File: config.mk
export PLATFORM = sky130hd
export DESIGN_NAME = flash_line_cache
export DESIGN_NICKNAME = d
export VERILOG_FILES = /design/src/rtl/flash_line_cache.sv
export SDC_FILE = /design/constraint.sdc
export NUM_CORES = 1
export LEC_CHECK = 0
export BUFFER_PORTS_ARGS = -buffer_cell sky130_fd_sc_hd__buf_2
export CAP_MARGIN = 25
export CORE_MARGIN = 10
export CORE_UTILIZATION = 61
export DETAILED_ROUTE_END_ITERATION = 7
export PLACE_DENSITY = 0.8
export SYNTH_ARGS = -nofsm -noshare
export SYNTH_HDL_FRONTEND = slang
export SYNTH_SLANG_ARGS = --single-unit
File: constraint.sdc
create_clock -name clk -period 17.7 [get_ports clk]
set_input_delay 2.655 -clock clk [delete_from_list [all_inputs] [get_ports clk]]
set_output_delay 2.655 -clock clk [all_outputs]
set_load 0.005 [all_outputs]
File: src/rtl/flash_line_cache.sv
module flash_line_cache #(
  parameter int ADDR_W = 16,
  parameter int WAIT_W = 4,
  parameter int NBUF   = 4
)(
  input  logic                clk,
  input  logic                rst_n,
  input  logic [WAIT_W-1:0]   wait_cfg,
  input  logic                req_valid,
  input  logic                req_write,
  input  logic [ADDR_W-1:0]   req_addr,
  output logic                req_ready,
  output logic                rsp_valid,
  output logic [31:0]         rsp_data,
  output logic                arr_req,
  output logic [ADDR_W-5:0]   arr_line,
  input  logic [127:0]        arr_rdata
);
  localparam int TAG_W  = ADDR_W - 4;
  localparam int IDX_W  = TAG_W - 1;
  localparam int RANK_W = $clog2(NBUF);

  typedef enum logic [1:0] {S_IDLE = 2'd0, S_FETCH = 2'd1, S_PREF = 2'd2} st_t;

  logic [TAG_W-1:0]  tag_q  [NBUF];
  logic [127:0]      line_q [NBUF];
  logic [RANK_W-1:0] rank_q [NBUF];
  logic [NBUF-1:0]   vld_q;
  logic [TAG_W-1:0]  hold_tag_q;
  logic [127:0]      hold_line_q;
  logic              hold_vld_q;
  st_t               st_q;
  logic [WAIT_W-1:0] cnt_q;
  logic [TAG_W-1:0]  ftag_q;
  logic [1:0]        fword_q;
  logic [RANK_W-1:0] fslot_q;

  logic [TAG_W-1:0]  rtag, pf_tag;
  logic [NBUF-1:0]   hitv;
  logic [RANK_W-1:0] hit_idx, lru_idx, r2_idx, touch_idx;
  logic              pf_present, hold_hit, hit, done, acc, fill, fb1, touch_en, start_pf;
  logic              unused_lo;

  function automatic logic [31:0] wsel(input logic [127:0] l, input logic [1:0] w);
    return l[{w, 5'b0} +: 32];
  endfunction

  assign rtag      = req_addr[ADDR_W-1:4];
  assign unused_lo = ^req_addr[1:0];
  assign fb1       = ftag_q[TAG_W-1];
  assign pf_tag    = {1'b0, ftag_q[IDX_W-1:0] + IDX_W'(1)};

  always_comb begin
    hitv = '0; hit_idx = '0; lru_idx = '0; r2_idx = '0; pf_present = 1'b0;
    for (int i = 0; i < NBUF; i++) begin
      hitv[i] = vld_q[i] && tag_q[i] == rtag && !req_addr[ADDR_W-1];
      if (hitv[i]) hit_idx = RANK_W'(i);
      if (rank_q[i] == RANK_W'(NBUF-1)) lru_idx = RANK_W'(i);
      if (rank_q[i] == RANK_W'(NBUF-2)) r2_idx = RANK_W'(i);
      if (vld_q[i] && tag_q[i] == pf_tag && RANK_W'(i) != fslot_q) pf_present = 1'b1;
    end
  end

  assign hold_hit  = hold_vld_q && hold_tag_q == rtag && req_addr[ADDR_W-1];
  assign hit       = (|hitv) || hold_hit;
  assign done      = cnt_q == wait_cfg;
  assign req_ready = st_q == S_IDLE || (st_q == S_PREF && !req_write && hit);
  assign acc       = req_valid && req_ready;
  assign fill      = st_q == S_FETCH && done;
  assign touch_en  = (acc && !req_write && |hitv) || (fill && !fb1);
  assign touch_idx = fill ? fslot_q : hit_idx;
  assign start_pf  = fill && !fb1 && !pf_present;
  assign arr_req   = st_q != S_IDLE;
  assign arr_line  = ftag_q;

  always_ff @(posedge clk) begin
    if (!rst_n) begin
      st_q <= S_IDLE; cnt_q <= '0; ftag_q <= '0; fword_q <= '0; fslot_q <= '0;
      vld_q <= '0; hold_vld_q <= 1'b0; rsp_valid <= 1'b0; rsp_data <= '0;
      for (int i = 0; i < NBUF; i++) rank_q[i] <= RANK_W'(i);
    end else begin
      rsp_valid <= 1'b0;
      if (touch_en)
        for (int i = 0; i < NBUF; i++)
          if (RANK_W'(i) == touch_idx) rank_q[i] <= '0;
          else if (rank_q[i] < rank_q[touch_idx]) rank_q[i] <= rank_q[i] + RANK_W'(1);
      if (acc) begin
        rsp_valid <= 1'b1;
        if (req_write) begin
          rsp_data   <= '0;
          vld_q      <= vld_q & ~hitv;
          if (hold_hit) hold_vld_q <= 1'b0;
        end else if (hit) begin
          rsp_data <= hold_hit ? wsel(hold_line_q, req_addr[3:2]) : wsel(line_q[hit_idx], req_addr[3:2]);
        end else begin
          rsp_valid <= 1'b0;
          st_q <= S_FETCH; cnt_q <= '0; ftag_q <= rtag; fword_q <= req_addr[3:2]; fslot_q <= lru_idx;
          if (!req_addr[ADDR_W-1]) vld_q[lru_idx] <= 1'b0;
        end
      end
      if (st_q != S_IDLE) begin
        if (!done) cnt_q <= cnt_q + WAIT_W'(1);
        else if (st_q == S_PREF) begin
          vld_q[fslot_q] <= 1'b1; st_q <= S_IDLE;
        end else begin
          rsp_valid <= 1'b1;
          rsp_data  <= wsel(arr_rdata, fword_q);
          st_q      <= S_IDLE;
          if (fb1) hold_vld_q <= 1'b1;
          else begin
            vld_q[fslot_q] <= 1'b1;
            if (start_pf) begin
              st_q <= S_PREF; cnt_q <= '0; ftag_q <= pf_tag; fslot_q <= r2_idx;
              vld_q[r2_idx] <= 1'b0;
            end
          end
        end
      end
    end
  end

  always_ff @(posedge clk) begin
    if (st_q != S_IDLE && done) begin
      if (st_q == S_FETCH && fb1) begin
        hold_line_q <= arr_rdata; hold_tag_q <= ftag_q;
      end else begin
        line_q[fslot_q] <= arr_rdata; tag_q[fslot_q] <= ftag_q;
      end
      if (start_pf) tag_q[r2_idx] <= pf_tag;
    end
  end
endmodule

# ---- Word-level counts from Yosys, hierarchy flattened
# Memories as Yosys holds them, arrays and structs flattened.
# Cells that the tools add are included.
dict set report op_classes {
  n_bitwise 17
  n_div 0
  order_cmp 10
  shifts 3
  n_eq_ne 24
  addsub 6
  muxes 133
  reduce_logical 45
  multipliers 0
}
# op n
set ops {}
lappend ops {{$shiftx 128x8->32} 3}
lappend ops {{$mux 32} 7}
lappend ops {{$mux 12} 8}
lappend ops {{$mux 4} 18}
lappend ops {{$mux 1} 66}
lappend ops {{$mux 2} 31}
lappend ops {{$eq 12x12->1} 5}
lappend ops {{$eq 12x11->1} 4}
lappend ops {{$logic_and 1x1->1} 31}
lappend ops {{$eq 2x2->1 const B} 7}
lappend ops {{$and 4x4->4} 3}
lappend ops {{$not 4->4} 3}
lappend ops {{$add 11x1->11 const B} 1}
lappend ops {{$lt 2x3->1 const B} 3}
lappend ops {{$add 2x1->2 const B} 4}
lappend ops {{$lt 2x2->1} 4}
lappend ops {{$or 1x1->1} 8}
lappend ops {{$demux 1 s2} 3}
lappend ops {{$ge 2x1->1 const B} 3}
lappend ops {{$add 4x1->4 const B} 1}
lappend ops {{$eq 2x2->1 const A} 2}
lappend ops {{$eq 4x4->1} 1}
lappend ops {{$logic_not 1->1} 4}
lappend ops {{$logic_not 2->1} 2}
lappend ops {{other kinds (11)} 16}
dict set report totals {
  ramBits 568
  input_bits 152
  latch_bits 0
  reg_bits 200
  wordCells 252
  out_inout_bits 47
  rom_bits 0
  mem_count 3
}
# name depth width rd rd_ports_with_merged_regs write_ports line_no
set memory_table {}
lappend memory_table {line_q 4 128 1 0 1 26} ;# logic [127:0] line_q [NBUF];
lappend memory_table {tag_q 4 12 4 0 2 25} ;# logic [TAG_W-1:0] tag_q [NBUF];
lappend memory_table {rank_q 4 2 5 0 4 27} ;# logic [RANK_W-1:0] rank_q [NBUF];

# ---- Logic depth before layout (Yosys ltp)
# Gate-level depths: netlist of run 1.
# An unclocked memory read counts as a cell.
dict set report logic_depth {
  word_depth 23
  mapped_depth 12
}

# ---- Least setup slack after synthesis of run 1
# No wires, ideal clock.
dict set report synth_path {
  kind {input-to-reg}
  start {in wait_cfg[3]}
  end {mem tag_q[0][10] (netlist name) (data pin)}
  required_time_ns 17.491
  path_stages 7
  arrival_time_ns 13.668
  setup_ns 0.209
  path_slack_ns 3.824
  path_cell_list {xnor2_1 nand4_1 clkbuf_1 o21bai_1 nor3_1 o21ai_2 o21bai_1}
}
# element line_no
set synth_lines {}
lappend synth_lines {{from (decl)} 8} ;# input logic [WAIT_W-1:0] wait_cfg,
lappend synth_lines {{to (decl)} 25}

# ---- Final worst setup path of run 1
dict set report layout_path {
  start {in req_addr[15]}
  end {out req_ready}
}
dict set report layout_between {
  elab_chain_len 7
}
# element line_no
set layout_lines {}
lappend layout_lines {{from (decl)} 11} ;# input logic [ADDR_W-1:0] req_addr,
lappend layout_lines {{$eq 12x12->1} 56} ;# hitv[i] = vld_q[i] && tag_q[i] == rtag && !req_addr[ADDR_W-1];
lappend layout_lines {{$logic_and 1x1->1 (2 in a row)} 56}
lappend layout_lines {{$reduce_or 4->1} 65} ;# assign hit = (|hitv) || hold_hit;
lappend layout_lines {{$logic_or 1x1->1 (*)} 65}
lappend layout_lines {{$logic_and 1x1->1 (*)} 67} ;# assign req_ready = st_q == S_IDLE || (st_q == S_PREF && !req_write && hit);
lappend layout_lines {{$logic_or 1x1->1 (*)} 67}
lappend layout_lines {{to (decl)} 12} ;# output logic req_ready,
# Mark *: on every way between the ends. The rest lies on a longest branch, timed or not.

==> impl_results.md, run 1 <==
* Area leader, netlist: edfxtp_1
* Worst rel slew slack at 29.4%
* Seq/Total Area, Yosys at 65.9%
* Vias in the first global route at 23445
* Post-layout nets at 2699
* Die height at 256 um
* Critical path class: primary input to primary output
* Cells after synthesis at 2390
* Gp weighted congestion at 0.966
* Root buffer cell: clkbuf_16
* Setup bufs post-CTS at 0
* Die Width at 256 um
* CTS sink count at 768
* Largest net degree at the start of global routing at 129
* Synth top cells by count: 704 x edfxtp_1, 131 x nor2_1, 117 x a21oi_1
* Post-synth top flop: edfxtp_1
* Final Setup Violations at 0
* Critical path launch point type: primary input
* Post-Syn Area per Cell at 14.2 um^2
* Worst IR Drop VDD at 0.124 mV
* Initial antenna violation count at 32
* I/O Pins at 199
* Avg WL per Cell at 29.3 um
* Slew Viols, Final at 0
* Slew at the pin with the worst max-slew slack at 1.05 ns
* First-pass GRT wire length at 147000 um
* Net Switching at 0.786 mW
* Number of max-cap violations at 0
* Num rows at 86
* Hpwl dp at 56500 um
* Sw Ratio at 21.4%
* Worst Skew at 0.0206 ns
* 1st-pass router iterations at 5
* Layout cell share with drive strength beyond 1 at 20.1%
* Clk_lat worst skew at 0.62 ns
* Arr. time, crit path at 5.27 ns
* Pint at 2.88 mW
* Pwr/cell area at 96.6 nW/um^2
* Vias per inst at 6.87
* Combinational Power Share at 4.1%
* Ranking of synthesized cells by area: edfxtp_1 62%, dfxtp_1 3.8%, mux2i_1 3.3%, mux2_2 2.2%, xnor2_1 2.2%
* WL final at 98300 um
* Mapped cell area at 34000 um^2
* Crit. End Element: primary output
* Share of the synthesized area in the top cell type at 62.1%
* Resize count post-CTS at 0
* Clk pwr share at 41.5%
* Sequential share of power at 54.3%
* GRT Total Usage at 29.3%
* Worst-path maximum fanout at 39
* Final ANT Viol Nets at 0
* Status: finished clean
* Post-synthesis register bit count at 768
* CTS tree: done
* Initial Utilization at 61.6%
* Final Util at 68.8%
* Placeable Area at 55200 um^2
* Unique masters post-synth at 93
* Setup TNS at 0 ns
* Post-layout min period at 7.92 ns
* Vias at 23105
* Cts bufs inserted at 77
* Clock transition at path regs at 0.06 ns
* Gr ovfl total at 0
* IO buf count at 196
* Final Hold Viols at 0
* Fmax at 0.126 GHz
* Count leader, synth: edfxtp_1
* RSZ-0062 raised after global routing: false
* EDFF count, synth at 704
* Critical Path RT at 15.05 ns
* Drt drc at 0
* Async S/R FF share, synth at 0%
* Die ar. at 65600 um^2
* Area Overhead vs Synth at 11.6%
* Leak at 12.4 nW
* Final period utilization at 44.8%
* DRT iter0 DRCs at 3088
* HP Class: flip-flop to flip-flop
* Syn nets at 2554
* Clk buf depth at 3
* Yosys synthesis warning count at 0
* Number of H-tree levels at 3
* Hold Buf Count CTS at 0
==> worst max-delay path: stages <==
cell and delay (ns):
buf_2 0.19, nor3b_1 0.42, nand4_1 0.19, nor3_2 0.19, buf_4 0.49, or4_1 0.38
o21ai_0 0.17, a21oi_1 0.35, buf_2 0.19
==> cell families after synthesis <==
kind of cell,share of synthesized area [%]
flops,65.9
compound gates,12.9
simple gates,7.19
buf+inv,2.91
mux,7.63
xor+xnor,2.99
fa+ha+maj,0.471
==> registers in the layout, indices dropped and copies added, names as in the netlist <==
register,flops
hold_tag_q,12
line_q,512
st_q,2
hold_line_q,128
hold_vld_q,1
rsp_data,32
arr_line,12
vld_q,4
fword_q,2
rank_q,8
rsp_valid,1
cnt_q,4
fslot_q,2
tag_q,48
==> final cells by class <==
cell class / instances / area, um^2
diodes: 16 / 40.0
fillers: 3638 / 17200
clock buffers: 116 / 2120
flip-flops and latches: 768 / 22400
well taps: 748 / 936
clock inverters: 26 / 183
inverters: 34 / 133
repair buffers: 246 / 1410
multi-input cells: 1408 / 10700
==> per-stage QoR <==
stage | setup slack, ns | area [um^2] | total power, mW | cells | hold slack [ns]
2_1_floorplan | 3.82 | 34000 | 2.11 | 2390 | 0.449
3_3_place_gp | 9.86 | 35600 | 2.17 | 3202 | 0.465
3_5_place_dp | 9.84 | 35600 | 2.18 | 3203 | 0.487
4_1_cts | 9.80 | 37900 | 3.67 | 3345 | 0.496
5_1_grt | 9.60 | 38000 | 3.75 | 3356 | 0.525
6_report | 9.78 | 38000 | 3.67 | 3362 | 0.504
==> cells in the final DEF (no fill, tap or decap), drive strengths merged, types with 20 or more instances in the layout <==
cell	n
nand4	36
nor2	133
buf	246
inv	38
o221ai	29
nand3	35
mux2i	113
or3	29
a21oi	118
xnor2	86
mux2	66
a22oi	33
nor3	46
o22a	53
a211oi	39
mux4	32
nand2	115
clkinv	20
o211ai	38
clkbuf	116
and2	25
edfxtp	704
dfxtp	64
o21ai	47
a2111oi	25
o22ai	27
a311oi	20
==> power by group through the flow <==
stage	clock [mW]	sequential (mW)	combinational [mW]
3_3_place_gp	0	2.03	0.141
4_1_cts	1.53	1.99	0.148
6_report	1.52	1.99	0.152
2_1_floorplan	0	2.03	0.0813
5_1_grt	1.60	1.99	0.160
3_5_place_dp	0	2.03	0.146
==> metal layers <==
layer,global-route usage (%),share of wire [%],vias to the layer above
met1,37.6,37,11432
met4,11.8,3.1,40
met2,46.3,47,1614
met3,8.45,12,264
li1,-,-,9755
met5,0,0.25,-
==> path summary, 6_finish.rpt <==
path	startpoint	end	slack, ns	depth (start not counted)
setup / recovery	req_addr[15]	req_ready	9.78	9
hold reg to reg	rsp_data[25]	rsp_data[25]	0.50	2
hold / removal	rsp_data[25]	rsp_data[25]	0.50	2
setup reg to reg	arr_line[1]	tag_q[1][5]	12.66	11
Power figures use the tool's default switching activity.
==> run 2, diff against run 1 <==
--- a/config.mk
+++ b/config.mk
@@ -8,9 +8,9 @@
 export BUFFER_PORTS_ARGS = -buffer_cell sky130_fd_sc_hd__buf_2
 export CAP_MARGIN = 25
 export CORE_MARGIN = 10
-export CORE_UTILIZATION = 61
+export CORE_UTILIZATION = 55
 export DETAILED_ROUTE_END_ITERATION = 7
-export PLACE_DENSITY = 0.8
+export PLACE_DENSITY = 0.76
 export SYNTH_ARGS = -nofsm -noshare
 export SYNTH_HDL_FRONTEND = slang
 export SYNTH_SLANG_ARGS = --single-unit
==> constraint.sdc (replaced) <==
create_clock -name clk -period 6.7 [get_ports clk]
set_input_delay 1.005 -clock clk [delete_from_list [all_inputs] [get_ports clk]]
set_output_delay 1.005 -clock clk [all_outputs]
set_load 0.005 [all_outputs]
==> run 2 against run 1 <==
Sequential share of layout area fell by 0.52 points. Critical endpoint is now tag_q[3][6]. Sequential cell count stayed put. Critical path type is now flip-flop to flip-flop. First-iteration DRC count down 3.0%. Combinational power grew to 2.7 times the previous value.
==> impl_results.md, run 2 (synthesis results as in run 1) <==
* Clock transition at path regs at 0.06 ns (about the same)
* Worst IR Drop VDD at 0.246 mV (+99%)
* Arr. time, crit path at 5.41 ns (+0.14 ns)
* Clk buf depth at 3 (unchanged)
* Largest regs: line_q (512), hold_line_q (128), tag_q (48)
* Post-Place Cells at 3248 (+1.4%)
* Critical path's slowest cell: nand3_1
* RSZ-0062 raised after global routing: false
* Largest net degree at the start of global routing at 93 (-28%)
* Reg with most FFs: line_q
* Fmax at 0.196 GHz
* Setup TNS at 0 ns (unchanged)
* IO buf count at 196 (unchanged)
* Final ANT Viol Nets at 0 (unchanged)
* Vias at 23037 (-0.29%)
* Critical Path RT at 7.00 ns (-8.05 ns)
* Most frequent cells in the layout: 704 x edfxtp_1, 196 x buf_2, 126 x nor2_1, 116 x a21oi_1
* Status: finished clean
* Number of H-tree levels at 3 (unchanged)
* Final WS setup at 1.59 ns (-8.19 ns)
* Final Hold Viols at 0 (unchanged)
* WL final at 100000 um (+1.8%)
* Most common cell after layout, fill and taps aside: edfxtp_1
* Max incr delay on CP at 0.77 ns (+0.28 ns)
* 1st-pass router iterations at 6 (+1)
* Gr ovfl total at 0 (unchanged)
* Critical path class: flip-flop to flip-flop
* Final Setup Violations at 0 (unchanged)
* Placeable Area at 61500 um^2 (+11%)
* Post-layout nets at 2705 (+0.22%)
* Resize count post-CTS at 0 (unchanged)
* Cts bufs inserted at 80 (+3.9%)
* Crit. End Element: flip-flop
* Setup bufs post-CTS at 0 (unchanged)
* Post-place setup slack at 1.75 ns (-8.09 ns)
* Slew Viols, Final at 0 (unchanged)
* Worst rel slew slack at 27.9% (-1.5 points)
* Hpwl dp at 58400 um (+3.4%)
* Worst-path maximum fanout at 13 (-67%)
* Post-layout min period at 5.11 ns
* I/O Pins at 199 (unchanged)
* Drt drc at 0 (unchanged)
* Layout cell share with drive strength beyond 1 at 20.5% (+0.44 points)
* Vias in the first global route at 23070 (-1.6%)
* First-pass GRT wire length at 147000 um (about the same)
* Final period utilization at 76.3%
* Avg WL per Cell at 29.4 um (+0.59%)
* CTS tree: done
* Die ar. at 72200 um^2 (+10%)
* Final non-filler cell total at 3403 (+1.2%)
* Pwr/cell area at 260 nW/um^2 (+170%)
* HP Class: flip-flop to flip-flop
* Critical path, cell by cell: ha_1 > nand3_1 > nor4_1 > xor2_1 > o21ai_0 > nand4_1 > o311a_1 > nand3_1 > o21ai_0 > buf_4
* Area Overhead vs Synth at 12.6%
* Die Width at 269 um (+4.9%)
* Worst Skew at 0.0271 ns (+0.00652 ns)
* CTS sink count at 768 (unchanged)
* Num rows at 91 (+5.8%)
* DRT iter0 DRCs at 2995 (-3.0%)
* Total power at 9.95 mW (+170%)
* Number of max-cap violations at 0 (unchanged)
* Slew at the pin with the worst max-slew slack at 1.08 ns (+0.0279 ns)
* Die height at 269 um (+4.9%)
* Max FFs per register at 512 (unchanged)
* Initial Utilization at 55.3% (-6.3 points)
* Initial antenna violation count at 24 (-25%)
* Critical path launch point type: flip-flop
* Clk_lat worst skew at 0.63 ns (about the same)
* Hold Buf Count CTS at 0 (unchanged)
* Vias per inst at 6.77 (-1.5%)
* GRT Total Usage at 27.2% (-2.0 points)
* Leak at 12.5 nW (+0.99%)
* Root buffer cell: clkbuf_16
* Gp weighted congestion at 0.921 (-4.7%)
==> run 2: layout make-up <==
class / instances / area (um^2)
well taps: 790 / 988
clock inverters: 34 / 273
fillers: 4488 / 23200
inverters: 34 / 133
repair buffers: 249 / 1490
diodes: 7 / 17.5
multi-input cells: 1408 / 10700
flip-flops and latches: 768 / 22400
clock buffers: 113 / 2260
==> run 2: routing by layer <==
metal  GRT usage [%]  wire length [um]  vias up  share of wire [%]
met1            35.9             37700    11421                 38
met3            6.77             11700      265                 12
met2            42.9             47000     1550                 47
li1                -                 -     9771                  -
met5               0               183        -               0.18
met4            11.2              3490       30                3.5
==> run 2: worst max-delay path, delay by kind of cell, from the launching register on <==
| kind | cells | cell delay [ns] |
|---|---|---|
| xor+xnor | 1 | 0.19 |
| buf+inv | 1 | 0.27 |
| flops | 1 | 0.59 |
| simple gates | 4 | 1.99 |
| fa+ha+maj | 1 | 0.62 |
| compound gates | 3 | 1.10 |
==> run 2: worst paths after layout <==
path	startpoint	to	slack, ns	cells past startpoint
hold reg to reg	cnt_q[3]	cnt_q[3]	0.50	1
hold / removal	cnt_q[3]	cnt_q[3]	0.50	1
setup reg to reg	arr_line[1]	tag_q[3][6]	1.59	10
setup / recovery	arr_line[1]	tag_q[3][6]	1.59	10
==> run 2: power breakdown <==
part / total, mW / leakage (nW) / internal [mW] / switching [mW]
Combinational: 0.408 / 4.41 / 0.139 / 0.269
Sequential: 5.27 / 6.87 / 5.24 / 0.0259
Clock: 4.28 / 1.22 / 2.44 / 1.84
Total: 9.95 / 12.5 / 7.82 / 2.14
==> run 2: metrics by stage <==
stage	area, um^2	hold WS [ns]	util, %
5_1_grt	38300	0.529	62.3
6_report	38300	0.496	62.3
3_3_place_gp	35700	0.468	58.1
2_1_floorplan	34000	0.449	-
4_1_cts	38300	0.488	62.3
3_5_place_dp	35800	0.475	58.2
